**src/rtl/pwm_pair_pkg.sv**
```systemverilog
package pwm_pair_pkg;

    typedef enum logic [1:0] {
        ST_STOPPED = 2'd0,
        ST_ARMED   = 2'd1,
        ST_RUN     = 2'd2
    } chan_state_t;

    localparam logic [1:0] FLD_CTRL   = 2'd0;
    localparam logic [1:0] FLD_PERIOD = 2'd1;
    localparam logic [1:0] FLD_DUTY   = 2'd2;

    localparam int CTRL_RUN  = 0;
    localparam int CTRL_SYNC = 1;
    localparam int CTRL_POL  = 2;

endpackage

```
**src/rtl/pwm_start_sync.sv**
```systemverilog
module pwm_start_sync #(
    parameter int STAGES = 2
) (
    input  logic clk,
    input  logic rst_n,
    input  logic async_in,
    output logic rise
);

    logic [STAGES:0] chain_q;

    always_ff @(posedge clk) begin
        if (!rst_n) begin
            chain_q <= '0;
        end else begin
            chain_q <= {chain_q[STAGES-1:0], async_in};
        end
    end

    assign rise = chain_q[STAGES-1] & ~chain_q[STAGES];

    // an edge yields exactly one detect pulse
    a_r9_single_pulse: assert property (@(posedge clk) disable iff (!rst_n)
        rise |=> !rise);

endmodule

```
**src/rtl/pwm_channel.sv**
```systemverilog
module pwm_channel
    import pwm_pair_pkg::*;
#(
    parameter int WIDTH = 16
) (
    input  logic             clk,
    input  logic             rst_n,
    input  logic             clk_en,
    input  logic             start_rise,
    input  logic             wr_ctrl,
    input  logic             wr_period,
    input  logic             wr_duty,
    input  logic [WIDTH-1:0] wr_data,
    output logic             pwm_out
);

    chan_state_t state_q, state_d;

    logic             run_q, sync_q, run_d, sync_d;
    logic             pol_sh_q, pol_sh_d, pol_act_q;
    logic [WIDTH-1:0] per_sh_q, per_sh_d, per_act_q;
    logic [WIDTH-1:0] duty_sh_q, duty_sh_d, duty_act_q;
    logic [WIDTH-1:0] cnt_q;
    logic [WIDTH:0]   cnt_inc;
    logic             wrap;

    // Merge this cycle's write into the held values
    always_comb begin
        run_d     = wr_ctrl   ? wr_data[CTRL_RUN]  : run_q;
        sync_d    = wr_ctrl   ? wr_data[CTRL_SYNC] : sync_q;
        pol_sh_d  = wr_ctrl   ? wr_data[CTRL_POL]  : pol_sh_q;
        per_sh_d  = wr_period ? wr_data            : per_sh_q;
        duty_sh_d = wr_duty   ? wr_data            : duty_sh_q;
    end

    assign cnt_inc = {1'b0, cnt_q} + {{WIDTH{1'b0}}, 1'b1};
    assign wrap    = (state_q == ST_RUN) && clk_en && (cnt_inc >= {1'b0, per_act_q});

    // Next-state logic
    always_comb begin
        state_d = state_q;
        unique case (state_q)
            ST_STOPPED: begin
                if (run_d && sync_d)       state_d = ST_ARMED;   // arm
                else if (run_d)            state_d = ST_RUN;     // start
            end
            ST_ARMED: begin
                if (!run_d)                state_d = ST_STOPPED; // halt
                else if (start_rise)       state_d = ST_RUN;     // trigger
            end
            ST_RUN: begin
                if (!run_d)                state_d = ST_STOPPED; // halt
            end
            default:                       state_d = ST_STOPPED;
        endcase
    end

    // State register
    always_ff @(posedge clk) begin
        if (!rst_n) state_q <= ST_STOPPED;
        else        state_q <= state_d;
    end

    // Held, working and counter registers
    always_ff @(posedge clk) begin
        if (!rst_n) begin
            run_q      <= 1'b0;
            sync_q     <= 1'b0;
            pol_sh_q   <= 1'b0;
            per_sh_q   <= '0;
            duty_sh_q  <= '0;
            pol_act_q  <= 1'b0;
            per_act_q  <= '0;
            duty_act_q <= '0;
            cnt_q      <= '0;
        end else begin
            run_q     <= run_d;
            sync_q    <= sync_d;
            pol_sh_q  <= pol_sh_d;
            per_sh_q  <= per_sh_d;
            duty_sh_q <= duty_sh_d;
            if (state_q != ST_RUN) begin
                pol_act_q  <= pol_sh_d;
                per_act_q  <= per_sh_d;
                duty_act_q <= duty_sh_d;
            end else if (wrap) begin
                pol_act_q  <= pol_sh_q;
                per_act_q  <= per_sh_q;
                duty_act_q <= duty_sh_q;
            end
            if (state_q == ST_RUN && state_d == ST_RUN) begin
                if (clk_en) cnt_q <= wrap ? '0 : cnt_inc[WIDTH-1:0];
            end else begin
                cnt_q <= '0;
            end
        end
    end

    // Output process
    always_comb begin
        pwm_out = ((state_q == ST_RUN) && (cnt_q < duty_act_q)) ^ pol_act_q;
    end

    // count stays inside a nonzero period
    a_r4_count_in_period: assert property (@(posedge clk) disable iff (!rst_n)
        (state_q == ST_RUN && per_act_q != '0) |-> (cnt_q < per_act_q));

    // working values move only at a wrap while running
    a_r7_hold_between_wraps: assert property (@(posedge clk) disable iff (!rst_n)
        (state_q == ST_RUN && $past(state_q) == ST_RUN && !$past(wrap))
        |-> ($stable(per_act_q) && $stable(duty_act_q) && $stable(pol_act_q)));

    // a channel outside RUN keeps its count at zero
    a_r8_idle_count_zero: assert property (@(posedge clk) disable iff (!rst_n)
        (state_q != ST_RUN) |-> (cnt_q == '0));

    // no enable, no count
    a_r1_hold_without_enable: assert property (@(posedge clk) disable iff (!rst_n)
        (state_q == ST_RUN && $past(state_q) == ST_RUN && !$past(clk_en))
        |-> $stable(cnt_q));

    // armed channel waits for its edge
    a_r9_armed_waits: assert property (@(posedge clk) disable iff (!rst_n)
        (state_q == ST_ARMED && !start_rise && run_d) |=> (state_q == ST_ARMED));

endmodule

```
**src/rtl/pwm_pair.sv**
```systemverilog
module pwm_pair
    import pwm_pair_pkg::*;
#(
    parameter int NUM_CH = 2,
    parameter int WIDTH  = 16,
    localparam int CH_BITS = (NUM_CH > 1) ? $clog2(NUM_CH) : 1,
    localparam int ADDR_W  = CH_BITS + 2
) (
    input  logic              clk,
    input  logic              rst_n,
    input  logic              wr_en,
    input  logic [ADDR_W-1:0] wr_addr,
    input  logic [WIDTH-1:0]  wr_data,
    input  logic [NUM_CH-1:0] clk_en,
    input  logic [NUM_CH-1:0] ext_start,
    output logic [NUM_CH-1:0] pwm_out
);

    logic [1:0] field;
    assign field = wr_addr[1:0];

    for (genvar g = 0; g < NUM_CH; g++) begin : g_ch
        logic hit, start_rise;

        assign hit = wr_en && (wr_addr[ADDR_W-1:2] == CH_BITS'(g));

        pwm_start_sync #(.STAGES(2)) u_sync (
            .clk      (clk),
            .rst_n    (rst_n),
            .async_in (ext_start[g]),
            .rise     (start_rise)
        );

        pwm_channel #(.WIDTH(WIDTH)) u_chan (
            .clk        (clk),
            .rst_n      (rst_n),
            .clk_en     (clk_en[g]),
            .start_rise (start_rise),
            .wr_ctrl    (hit && field == FLD_CTRL),
            .wr_period  (hit && field == FLD_PERIOD),
            .wr_duty    (hit && field == FLD_DUTY),
            .wr_data    (wr_data),
            .pwm_out    (pwm_out[g])
        );
    end

endmodule

```
**config.mk**
```make
export PLATFORM = sky130hd
export DESIGN_NAME = pwm_pair
export DESIGN_NICKNAME = d
export VERILOG_FILES = /design/src/rtl/pwm_pair_pkg.sv /design/src/rtl/pwm_start_sync.sv /design/src/rtl/pwm_channel.sv /design/src/rtl/pwm_pair.sv
export SDC_FILE = /design/constraint.sdc
export NUM_CORES = 1
export LEC_CHECK = 0
export ABC_AREA = 1
export BUFFER_PORTS_ARGS = -buffer_cell sky130_fd_sc_hd__buf_2
export CORE_MARGIN = 3
export CORE_UTILIZATION = 30
export CTS_CLUSTER_SIZE = 14
export DETAILED_ROUTE_END_ITERATION = 8
export GPL_TIMING_DRIVEN = 0
export PLACE_DENSITY = 0.53
export SLEW_MARGIN = 25
export SYNTH_ARGS = -nofsm -noshare
export SYNTH_HDL_FRONTEND = slang
export SYNTH_HIERARCHICAL = 1
export SYNTH_SLANG_ARGS = --single-unit
export TNS_END_PERCENT = 10
```
**constraint.sdc**
```tcl
create_clock -name clk -period 3.6 [get_ports clk]
set_clock_uncertainty 0.05 [all_clocks]
set_input_delay 0.72 -clock clk [delete_from_list [all_inputs] [get_ports clk]]
set_output_delay 0.72 -clock clk [all_outputs]
set_load 0.05 [all_outputs]
```
=== Yosys cells after proc, flatten, opt, wreduce, memory -nomap -nowiden ===
Cells that the tools add are included.

* Mux-type cells: 36
* Add/subtract/negate cells: 2
* $lt $le $gt $ge: 4
* Equality and inequality tests: 10
* Bitwise logic cells: 7
* Reductions and logical operators: 25

{| class="wikitable"
|+ Operator list
! operator !! number
|-
| $mux 16 || 14
|-
| $add 16x1->17 const B || 2
|-
| $ge 17x16->1 || 2
|-
| $lt 16x16->1 || 2
|-
| $mux 2 || 10
|-
| $logic_and 1x1->1 || 18
|-
| $pmux 2 s3 || 2
|-
| $eq 2x2->1 const B || 5
|-
| $mux 1 || 10
|-
| $eq 2x1->1 const B || 3
|-
| $logic_not 2->1 || 3
|-
| $ne 2x2->1 const B || 2
|-
| $reduce_and 2->1 || 2
|-
| $reduce_bool 2->1 || 2
|-
| $not 1->1 || 3
|-
| $and 1x1->1 || 2
|-
| $xor 1x1->1 || 2
|}

* Input port bits: 26
* Word-level logic and storage cells: 106
* Output and inout bits: 2
* Bits in registers: 178

=== Logic depth before layout (Yosys ltp) ===
* Depth in word-level cells: 10
* Mapped depth: 20
* Depth with buffers taken out: 19

=== Modules after synthesis ===
Netlist, hierarchy kept.

{| class="wikitable"
|+ Modules (own cells, without submodules)
! module !! area an instance (um^2) !! sequential area each (um^2) !! cells each !! instances
|-
| pwm_channel (g_ch[1].u_chan) || 4750.8 || 1721.7 || 668 || 1
|-
| pwm_channel (g_ch[0].u_chan) || 4714.5 || 1721.7 || 665 || 1
|-
| pwm_start_sync || 92.6 || 60.1 || 11 || 2
|-
| pwm_pair || 52.6 || 0.0 || 14 || 1
|}

=== Worst setup path after synthesis ===
Ideal clock, no wire load.

* Kind: flip-flop to flip-flop
* Start point: register g_ch[0].u_chan.cnt_q[1]
* End point: register g_ch[0].u_chan.per_act_q[8]
* Path slack: 0.951 ns
* Period minus slack after synthesis: 2.649 ns
* Required time: 3.418 ns
* Setup time: 0.132 ns
* Data arrival time: 2.467 ns
* Cell stages (with the launch flop): 21
* Buffers on the path: 1
* Cell sequence: dfxtp_1 > ha_1 > nand2_2 > nor2_4 > nand2_2 > inv_2 > nand2_1 > nor2_1 > xor2_1 > ha_1 > a21oi_1 > nor2_1 > nor2_1 > nand3_1 > nor2_2 > nand2_2 > nand2_4 > nand2_2 > buf_4 > nand2_1 > a21oi_1

* Longest elaborated chain between the ends: 4

{| class="wikitable"
|+ Ends and longest elaborated chain
! what !! RTL line !! text
|-
| start, declared || pwm_channel.sv:23 || <nowiki>logic [WIDTH-1:0] cnt_q;</nowiki>
|-
| start signal, assigned || pwm_channel.sv:92 || <nowiki>if (clk_en) cnt_q <= wrap ? '0 : cnt_inc[WIDTH-1:0];</nowiki>
|-
| $add 16x1->17 || pwm_channel.sv:36 || <nowiki>assign cnt_inc = {1'b0, cnt_q} + {{WIDTH{1'b0}}, 1'b1};</nowiki>
|-
| $ge 17x16->1 || pwm_channel.sv:37 || <nowiki>assign wrap = (state_q == ST_RUN) && clk_en && (cnt_inc >= {1'b0, per_act_q});</nowiki>
|-
| $logic_and 1x1->1 || pwm_channel.sv:37 ||
|-
| $reduce_bool 2->1 (no line) || -- ||
|-
| end signal, assigned || pwm_channel.sv:84 || <nowiki>per_act_q <= per_sh_d;</nowiki>
|-
| end signal, assigned || pwm_channel.sv:88 || <nowiki>per_act_q <= per_sh_q;</nowiki>
|-
| end, declared || pwm_channel.sv:21 || <nowiki>logic [WIDTH-1:0] per_sh_q, per_sh_d, per_act_q;</nowiki>
|}

No other way between the ends.
A chain may end at the register's enable or synchronous reset.

=== Final worst setup path ===
* Start point: register g_ch[0].u_chan.cnt_q[1]
* End point: register g_ch[0].u_chan.duty_act_q[11]

* Longest elaborated chain between the ends: 4

{| class="wikitable"
|+ Ends and longest elaborated chain
! what !! RTL line !! text
|-
| $add 16x1->17 || pwm_channel.sv:36 ||
|-
| $ge 17x16->1 || pwm_channel.sv:37 ||
|-
| $logic_and 1x1->1 || pwm_channel.sv:37 ||
|-
| $reduce_bool 2->1 (no line) || -- ||
|-
| end signal, assigned || pwm_channel.sv:85 || <nowiki>duty_act_q <= duty_sh_d;</nowiki>
|-
| end signal, assigned || pwm_channel.sv:89 || <nowiki>duty_act_q <= duty_sh_q;</nowiki>
|-
| end, declared || pwm_channel.sv:22 || <nowiki>logic [WIDTH-1:0] duty_sh_q, duty_sh_d, duty_act_q;</nowiki>
|}

No other way between the ends.

==> results.md <==
* Row Count at 65
* Worst rel slew slack at a little over 50%
* # Post-CTS Setup Buffers at 0
* Die height at roughly 190 um
* Setup TNS at 0 ns
* I/O pins at 28
* Placeable Area at roughly 32000 um2
* Number of synthesized register bits at between 150 and 200
* Pwr Density at 407 nW/um2
* Vias at between 8000 and 9000
* Post-synthesis cell type count at 35
* Final Hold Fails at 0
* CP max FO at 10
* Syn nets at roughly 1500
* Arr. time, crit path at 3.47 ns
* RSZ-0062 raised after global routing: no
* CTS tree: done
* Multi-input gate area at ~5100 um2
* Die X at 186 um
* Initial antenna violation count at 1
* Most frequent cell on the critical path: nand2_2
* Area contributors post-synth: dfxtp_1 37%, nand2_1 12%, ha_1 8.3%
* VDD IR max at approximately 0.33 mV
* Fraction of layout instances using a drive strength above 1 at a little over a tenth
* Total Power at roughly 0.0045 W
* HPWL Detailed at around 21 mm
* Final #Nets at about 1500
* Leak pwr at 4.29 nW
* Drt first pass iters at 6
* Crit path kind: reg2reg
* CP max stage delay at 0.45 ns
* Fin crit period at about 3.2 ns
* GR Overflow Total at 0
* Wire length per cell at approximately 15 um
* Max frequency at approximately 310 MHz
* Area Growth Syn to Fin at 13.0%
* Status: finished, final reports clean
* Initial DRC Count at between 500 and 600
* Sequential area share after synthesis at 36.7%
* Pin count of the biggest net entering global routing at 17
* Avg Inst Size Synth at 7.09 um2
* Antenna Nets Post-Route at 0
* Critical Path RT at between 3 and 4 ns
* Startpoint Class: flop
* I/O Buffers at 25
* TritonCTS buffer count at 17
* Clock latency on the worst-skew pair at around 0.44 ns
* # Max-Cap Violations at 0
* Worst-margin pin slew at around 0.74 ns
* Routed wire length at ~27 mm
* Root buffer cell: clkbuf_16
* Synth warnings at 6
* Cell area after layout at around 11000 um2
* Dpl cell area at between 10000 and 15000 um2
* Synth top area share at 36.7%
* Starting Density at between 30% and 40%
* CTS H-tree lvls at 4
* First-pass GRT wire length at ~44 mm
* Post-Syn Area at about 9700 um2
* GPL Wtd Cong at roughly 0.87
* Final-layout fill cell count at 3448
* Number of global-route vias before repair at between 8000 and 9000
* DIE AREA at ~35000 um2
* CP bufs+invs at 2
* Slowest cell on crit path: dfxtp_1
* Drc violations at 0
* Crit end category: flop
* PostCTS Resize Cnt at 0
* Post-synthesis cell count at roughly 1400
* Worst hold-check path type: reg2reg
* Slew Viols, Final at 0
* Final setup fails at 0
* Clk sinks at 178
* Deepest clock path buffer count at 2
* Leading area contributor after synthesis: dfxtp_1
* Delay-heaviest family, CP: simple AND/OR/NAND/NOR gates
* Worst hold margin at 0.365 ns
* Storage element area at approximately 3600 um2
* Crit-path cells: ha_1, nand2_2, nor2_4, nand2_2, inv_2, nand2_1, nor2_1, xor2_1, ha_1, a21oi_1, nor2_1, nor2_1, nand3_1, nor2_2, nand2_2, nand2_4, nand2_2, buf_4, nand2_1, a21oi_1
* CTS clk-pin slew, worst paths at around 0.07 ns
* CTS Hold Bufs at 0
* GRT Total Usage at between 10% and 20%
* Vias per inst at around 4.8
* Final period util at between 80% and 90%
per-stage QoR:
step,instances,utilization (%),setup slack [ns]
after floorplan,1369,-,0.951
after detailed placement,1796,32.6,0.407
final,1829,34.6,0.378
after CTS,1828,34.6,0.377
after global placement,1796,32.6,0.418
after global routing,1829,34.6,0.0839
report_power, final:
part,internal [W],switching [W]
combinational,0.000118,0.000273
clock,0.00120,0.000817
sequential,0.00203,0.0000286
total,0.00335,0.00112
tightest hold or removal path, stage by stage (launching register included):
cell and delay (ns):
dfxtp_1 0.31, nand2_1 0.05, inv_1 0.04
cells by family (layout without fill, tap and decap cells):
logic type,Yosys count,after routing,share of synthesized area [%]
DFF,178,178,36.7
adders and majority gates,64,64,8.25
buffers and inverters,230,287,10.3
other,0,1,0
AOI/OAI and AO/OA,280,280,15.6
xor gates and xnor gates,25,25,2.26
and+or+nand+nor,592,592,26.9
cells in the final DEF, fill, tap and decap left out, drive strengths merged, types with 2 or more instances in the layout:
cell / netlist / layout
nand2: 332 / 332
dfxtp: 178 / 178
inv: 156 / 158
o21ai: 145 / 145
a21oi: 123 / 123
nor2: 117 / 117
nand3: 112 / 112
ha: 64 / 64
buf: 34 / 59
clkbuf: 38 / 58
nor3: 19 / 19
xor2: 15 / 15
xnor2: 10 / 10
nand4: 8 / 8
o21a: 5 / 5
bufinv: 0 / 4
clkinvlp: 0 / 4
clkinv: 2 / 4
a211oi: 2 / 2
o221a: 2 / 2
nand3b: 2 / 2
a21o: 2 / 2
nor4: 2 / 2
path summary, 6_finish.rpt:
check | to | cells past startpoint | slack [ns] | start
max | g_ch[0].u_chan/duty_act_q[11]$_SDFFE_PN0P_ | 20 | 0.38 | g_ch[0].u_chan/cnt_q[1]$_SDFFE_PN0P_
min | g_ch[0].u_sync/chain_q[1]$_SDFF_PN0_ | 2 | 0.37 | g_ch[0].u_sync/chain_q[0]$_SDFF_PN0_
max reg2reg | g_ch[0].u_chan/duty_act_q[11]$_SDFFE_PN0P_ | 20 | 0.38 | g_ch[0].u_chan/cnt_q[1]$_SDFFE_PN0P_
min reg2reg | g_ch[0].u_sync/chain_q[1]$_SDFF_PN0_ | 2 | 0.37 | g_ch[0].u_sync/chain_q[0]$_SDFF_PN0_
cell type report:
class	count	area share, %
diodes	1	0.0228
inverters	158	5.41
flip-flops and latches	178	32.5
clock buffers	20	4.16
repair buffers	25	1.14
well taps	402	4.59
plain buffers	72	3.70
clock inverters	12	1.62
multi-input cells	961	46.9
layer usage:
layer  up-vias  wire length, um  global-route usage [%]
met5         -                0                       0
met4         0              369                    4.08
met3        23             1060                    2.42
met2       164            11800                    25.2
met1      4082            14100                    23.9
li1       4524                -                       -
state kept, by name, summed over array words and instances (netlist names), 4 cells and up:
signal                  cells
g_ch.u_chan/cnt_q          32
g_ch.u_chan/duty_act_q     32
g_ch.u_chan/duty_sh_q      32
g_ch.u_chan/per_act_q      32
g_ch.u_chan/per_sh_q       32
g_ch.u_sync/chain_q         6
g_ch.u_chan/state_q         4
synthesized netlist by cell type:
master    count
nand3_1      94
clkinv_1      2
clkbuf_4      1
buf_2         9
a31o_2        1
nand2_4       4
buf_1         9
inv_2         3
nand4_1       8
a211oi_1      2
nor3_1       19
buf_12        3
xor2_1       15
buf_4         8
buf_6         4
xnor2_1      10
dfxtp_1     178
nand3_2      18
o21ai_0     145
o221a_2       2
nand3b_1      2
a21o_1        2
a21oi_2      20
nor2_4        4
o21a_1        5
a21oi_1     103
nor2_2        7
ha_1         64
buf_8         1
nor4_1        2
nand2_1     320
clkbuf_1     37
nor2_1      106
inv_1       153
nand2_2       8
Power figures use the tool's default switching activity.
